==> src/rtl/chan_stat_pkg.sv <==
package chan_stat_pkg;

    typedef enum logic [1:0] {
        KIND_SYNC  = 2'b00,
        KIND_ISO   = 2'b01,
        KIND_ASYNC = 2'b10,
        KIND_CTRL  = 2'b11
    } chan_kind_e;

    localparam logic [7:0] CODE_ASYNC_BRK = 8'h26;
    localparam logic [7:0] CODE_CTRL_BRK  = 8'h36;
    localparam logic [7:0] CODE_RX_BRK    = 8'h70;

    localparam int POS_EMPTY  = 31;
    localparam int POS_FULL   = 30;
    localparam int POS_VB_HI  = 29;
    localparam int POS_VB_LO  = 28;
    localparam int POS_ISOBRK = 27;
    localparam int POS_BRK    = 26;
    localparam int POS_RDY    = 25;

    function automatic logic [7:0] brk_code(input logic tx, input chan_kind_e k);
        if (!tx)            return CODE_RX_BRK;
        else if (k == KIND_CTRL) return CODE_CTRL_BRK;
        else                return CODE_ASYNC_BRK;
    endfunction

    function automatic logic brk_allowed(input chan_kind_e k);
        return (k == KIND_ASYNC) || (k == KIND_CTRL);
    endfunction

    function automatic logic isobrk_allowed(input logic tx, input chan_kind_e k);
        return !tx && (k == KIND_ISO);
    endfunction

    function automatic logic [1:0] vb_code(input int unsigned n);
        if (n <= 1)      return 2'd0;
        else if (n >= 4) return 2'd3;
        else             return 2'(n - 1);
    endfunction

endpackage

==> src/rtl/evt_flags.sv <==
module evt_flags #(
    parameter int N = 11
) (
    input  logic         clk,
    input  logic         rst,
    input  logic [N-1:0] hw_set,
    input  logic [N-1:0] sw_clr,
    output logic [N-1:0] flags
);
    for (genvar i = 0; i < N; i++) begin : g_flag
        always_ff @(posedge clk) begin
            if (rst)
                flags[i] <= 1'b0;
            else if (hw_set[i])
                flags[i] <= 1'b1;
            else if (sw_clr[i])
                flags[i] <= 1'b0;
        end
    end
endmodule

==> src/rtl/brk_seq.sv <==
module brk_seq
    import chan_stat_pkg::*;
#(
    parameter int CNT_W = 3
) (
    input  logic             clk,
    input  logic             rst,
    input  logic             wr_en,
    input  logic             wr_brk,
    input  logic             wr_isobrk,
    input  logic             wr_rdy,
    input  logic             cfg_tx,
    input  chan_kind_e       cfg_kind,
    input  logic [CNT_W-1:0] part_cnt,
    input  logic             cmd_ready,
    output logic             cmd_valid,
    output logic [7:0]       cmd_code,
    output logic             flush,
    output logic             brk_q,
    output logic             isobrk_q,
    output logic             rdy_q,
    output logic [1:0]       vb_q
);
    logic brk_req_ok;
    logic iso_req_ok;

    assign brk_req_ok = wr_en && wr_brk && brk_allowed(cfg_kind);
    assign iso_req_ok = wr_en && wr_isobrk && isobrk_allowed(cfg_tx, cfg_kind);

    always_ff @(posedge clk) begin
        if (rst) begin
            brk_q    <= 1'b0;
            isobrk_q <= 1'b0;
            rdy_q    <= 1'b0;
            vb_q     <= 2'd0;
        end else begin
            if (brk_q) begin
                if (cmd_ready)
                    brk_q <= 1'b0;
            end else if (brk_req_ok) begin
                brk_q <= 1'b1;
            end

            if (isobrk_q)
                isobrk_q <= 1'b0;
            else if (iso_req_ok)
                isobrk_q <= 1'b1;

            if (isobrk_q)
                rdy_q <= 1'b0;
            else if (wr_en)
                rdy_q <= wr_rdy;

            if (isobrk_q)
                vb_q <= vb_code(32'(part_cnt));
        end
    end

    assign cmd_valid = brk_q;
    assign cmd_code  = brk_code(cfg_tx, cfg_kind);
    assign flush     = isobrk_q;
endmodule

==> src/rtl/chan_stat_brk.sv <==
module chan_stat_brk
    import chan_stat_pkg::*;
#(
    parameter int NUM_EVT = 11,
    parameter int CNT_W   = 3
) (
    input  logic               clk,
    input  logic               rst,
    input  logic               cfg_tx,
    input  logic [1:0]         cfg_kind,
    input  logic               buf_empty,
    input  logic               buf_full,
    input  logic [NUM_EVT-1:0] evt_set,
    input  logic [CNT_W-1:0]   part_cnt,
    input  logic               reg_wr,
    input  logic [31:0]        reg_wdata,
    output logic [31:0]        reg_rdata,
    output logic               cmd_valid,
    output logic [7:0]         cmd_code,
    input  logic               cmd_ready,
    output logic               buf_flush
);
    chan_kind_e         kind;
    logic               empty_q, full_q;
    logic [NUM_EVT-1:0] flags;
    logic [NUM_EVT-1:0] clr_mask;
    logic               brk_q, isobrk_q, rdy_q;
    logic [1:0]         vb_q;
    logic               unused_wbits;

    assign kind         = chan_kind_e'(cfg_kind);
    assign clr_mask     = reg_wr ? reg_wdata[NUM_EVT-1:0] : '0;
    assign unused_wbits = ^{reg_wdata[31:28], reg_wdata[24:NUM_EVT]};

    always_ff @(posedge clk) begin
        if (rst) begin
            empty_q <= 1'b1;
            full_q  <= 1'b0;
        end else begin
            empty_q <= buf_empty;
            full_q  <= buf_full;
        end
    end

    evt_flags #(.N(NUM_EVT)) u_flags (
        .clk    (clk),
        .rst    (rst),
        .hw_set (evt_set),
        .sw_clr (clr_mask),
        .flags  (flags)
    );

    brk_seq #(.CNT_W(CNT_W)) u_seq (
        .clk       (clk),
        .rst       (rst),
        .wr_en     (reg_wr),
        .wr_brk    (reg_wdata[POS_BRK]),
        .wr_isobrk (reg_wdata[POS_ISOBRK]),
        .wr_rdy    (reg_wdata[POS_RDY]),
        .cfg_tx    (cfg_tx),
        .cfg_kind  (kind),
        .part_cnt  (part_cnt),
        .cmd_ready (cmd_ready),
        .cmd_valid (cmd_valid),
        .cmd_code  (cmd_code),
        .flush     (buf_flush),
        .brk_q     (brk_q),
        .isobrk_q  (isobrk_q),
        .rdy_q     (rdy_q),
        .vb_q      (vb_q)
    );

    always_comb begin
        reg_rdata                      = '0;
        reg_rdata[POS_EMPTY]           = empty_q;
        reg_rdata[POS_FULL]            = full_q;
        reg_rdata[POS_VB_HI:POS_VB_LO] = vb_q;
        reg_rdata[POS_ISOBRK]          = isobrk_q;
        reg_rdata[POS_BRK]             = brk_q;
        reg_rdata[POS_RDY]             = rdy_q;
        reg_rdata[NUM_EVT-1:0]         = flags;
    end
endmodule

==> config.mk <==
export PLATFORM = sky130hd
export DESIGN_NAME = chan_stat_brk
export DESIGN_NICKNAME = d
export VERILOG_FILES = /design/src/rtl/chan_stat_pkg.sv /design/src/rtl/evt_flags.sv /design/src/rtl/brk_seq.sv /design/src/rtl/chan_stat_brk.sv
export SDC_FILE = /design/constraint.sdc
export NUM_CORES = 1
export LEC_CHECK = 0
export ABC_AREA = 1
export BUFFER_PORTS_ARGS = -buffer_cell sky130_fd_sc_hd__clkbuf_2
export CORE_UTILIZATION = 34
export CTS_CLUSTER_DIAMETER = 100
export DETAILED_ROUTE_END_ITERATION = 10
export GPL_TIMING_DRIVEN = 0
export PLACE_DENSITY_LB_ADDON = 0.15
export SETUP_SLACK_MARGIN = 0.15
export SLEW_MARGIN = 25
export SYNTH_ARGS = -nofsm -noshare
export SYNTH_HDL_FRONTEND = slang
export SYNTH_SLANG_ARGS = --single-unit
==> constraint.sdc <==
create_clock -name clk -period 0.8 [get_ports clk]
set_input_delay 0.04 -clock clk [delete_from_list [all_inputs] [get_ports clk]]
set_output_delay 0.04 -clock clk [all_outputs]
set_load 0.005 [all_outputs]
==> metrics.cfg <==
[status]
outcome=complete, but fails checks
violations=hold timing, setup timing

[grt]
grt_use_total=0.1468
antenna_found_initial=0
grt_overflow=0
grt_max_degree=11
grt_pass1_wl_um=2994
grt_pass1_vias=759

[sta]
hold_viol_final=3
setup_ws_ns=-0.09384
final.setup_skew_ns=0.005298
setup_violations=8
min_period_ns=0.8938
finalCritPeriodShare=1.117
rsz0062_at_grt=yes
fmax_mhz=1119
finalMaxSlewViolations=0
whs_ns=-0.06909
tns_ns=-0.4416

[floorplan]
die_h_um=53.26
pin_count=97
dieWidth_um=53.26
start_util=0.3606
core-area_um2=2477
rows=18
dieArea_um2=2837

[worst_hold_path]
hp-class=in -> reg
min_to=u_seq.flush
worstHoldStart=cfg_kind[1]
whs_path_depth=2

[pwr]
swShare=0.2473
p_int_uw=1535
power.switching_uw=504.5
ir_drop_mv=1.701
power_uw=2040
seq_power_share=0.485
leakage_uw=0.0009336
power_frac_comb=0.248
clkPwrFrac=0.266
p_per_area_nw_per_um2=1281

[clock_network]
cts.sinks=18
cts_made_buffers=3
clkLatencyLatePin_ns=0.29
clkTransAtPathRegs_ns=0.10
clock_path_buffers=2
cts_root_buffer=clkbuf_4
cts_htree_levels=1
tritoncts=done

[worst_setup_path]
slowest_stage=dfxtp_4
critPathRequiredTime_ns=0.76
crit_path_cell_trace=buf_6, clkbuf_2
worst-path-max-fanout=3
r2r_cells=4
reg2reg_slack_ns=-0.06
cp_slowest_stage_delay_ns=0.37
timing.rr.end=u_seq.flush
arrival_ns=0.85
cp-end-kind=output pin
rr_startpoint=u_seq.flush
worstSetupStartpointType=flop
crit_type=reg -> out

[routing]
vias=971
drcViolationCount=0
dr.pass1.iters=2
via_per_inst=3.996
drt_wl_total_um=2251
ant_nets=0
wl_per_cell_um=9.263
drt_iter0_drc=2

[yosys]
synth-seq-cells=18
synthCells=119
seq_area_frac_synth=0.4034
netlist_area_um2=893.4
postSynthAreaPerCell_um2=7.507
ys_warn_count=0
ys_types=16

[final_layout]
drive_gt1_frac=0.5915
fillers=238
final_nets=271
syn_to_final_growth_pct=78.29
final_cell_mix=clkbuf_2, nand2_1, buf_4
final_common_cell=clkbuf_2
antenna_cells=0

[placement]
dp_hpwl_um=1557
gp_congestion=0.6519
io_buffer_count=60

[job]
drv_cap=0

-- routing by layer --
layer / vias up / GRT usage / share of wire
met5: - / 0 / 0
met4: 0 / 0.03947 / 0.014
met3: 4 / 0.05172 / 0.048
met2: 32 / 0.2667 / 0.58
met1: 426 / 0.1574 / 0.35
li1: 509 / - / -
-- logic make-up (layout without fill, tap and decap cells) --
group,count (synthesis),in the layout,share of synthesized area
buffers and inverters,36,114,0.2661
AND/OR/NAND/NOR,46,46,0.2073
flip-flops,18,18,0.4034
adder cells (fa/ha/maj),2,2,0.02801
other,2,18,0.008406
AO/OA/AOI/OAI,15,15,0.08684
-- stage by stage --
step | area, um^2 | worst slack (ns) | util | instances
floorplan | 964.7 | 0.1341 | - | 135
global placement | 1303 | -0.008803 | 0.5258 | 225
detailed placement | 1303 | -0.03473 | 0.5258 | 225
CTS | 1481 | -0.1042 | 0.5980 | 240
global route | 1593 | -0.1376 | 0.6429 | 243
finish | 1593 | -0.09384 | 0.6429 | 243
-- how the worst max path moves through the flow --
stage           startpoint  slack [ns]       endpoint
3_3_place_gp   part_cnt[0]      -0.009  u_seq.vb_q[1]
3_5_place_dp   part_cnt[0]       -0.03  u_seq.vb_q[1]
4_1_cts        u_seq.flush       -0.10  reg_rdata[27]
2_1_floorplan  u_seq.flush        0.13  u_seq.vb_q[0]
6_report       u_seq.brk_q       -0.09  reg_rdata[26]
5_1_grt        u_seq.flush       -0.14  reg_rdata[27]
-- synthesized netlist by cell type (all sizes together) --
cell	n	area [um^2]
or2	1	6.260
inv	9	33.78
nand2	23	86.33
o21a	1	7.510
a21oi	12	60.06
conb	2	7.510
nor2	20	77.58
dfxtp	18	360.4
buf	27	203.9
nor3	1	10.01
nand3	1	5.000
ha	2	25.02
o21ai	2	10.01
-- critical path, delay by kind of cell (launching register included) --
kind	cells	cell delay, ns
flip-flops	1	0.37
buffers and inverters	2	0.21
-- cell type report --
type / count / area (um^2) / area share
repair buffers: 74 / 470.5 / 0.2954
inverters: 9 / 33.78 / 0.02121
well taps: 30 / 37.54 / 0.02357
flip-flops and latches: 18 / 386.6 / 0.2427
clock buffers: 4 / 36.28 / 0.02278
multi-input cells: 81 / 409.1 / 0.2569
plain buffers: 27 / 219.0 / 0.1375
-- sequential cells by signal, indices dropped and copies added, names as in the netlist --
register and count:
empty_q 1, full_q 1, u_flags.flags 11, u_seq.brk_q 1
u_seq.flush 1, u_seq.rdy_q 1, u_seq.vb_q 2
-- power groups by stage --
stage          clock network (uW)  registers (uW)  logic, uW
2_1_floorplan                   0             997        216
3_3_place_gp                    0             994        393
3_5_place_dp                    0             995        403
4_1_cts                       567             982        449
5_1_grt                       598             998        565
6_report                      543             990        506
-- timing repair --
| item | CTS | global route |
|---|---|---|
| buffers inserted | 1 | 1 |
| hold buffers | 10 | 2 |
| pin swaps | 1 | 5 |
| endpoints found under the hold margin | 16 | 5 |
| endpoints found under the setup margin | 25 | 35 |
| resized for setup | 21 | 24 |
(Power assumes the default switching activity.)
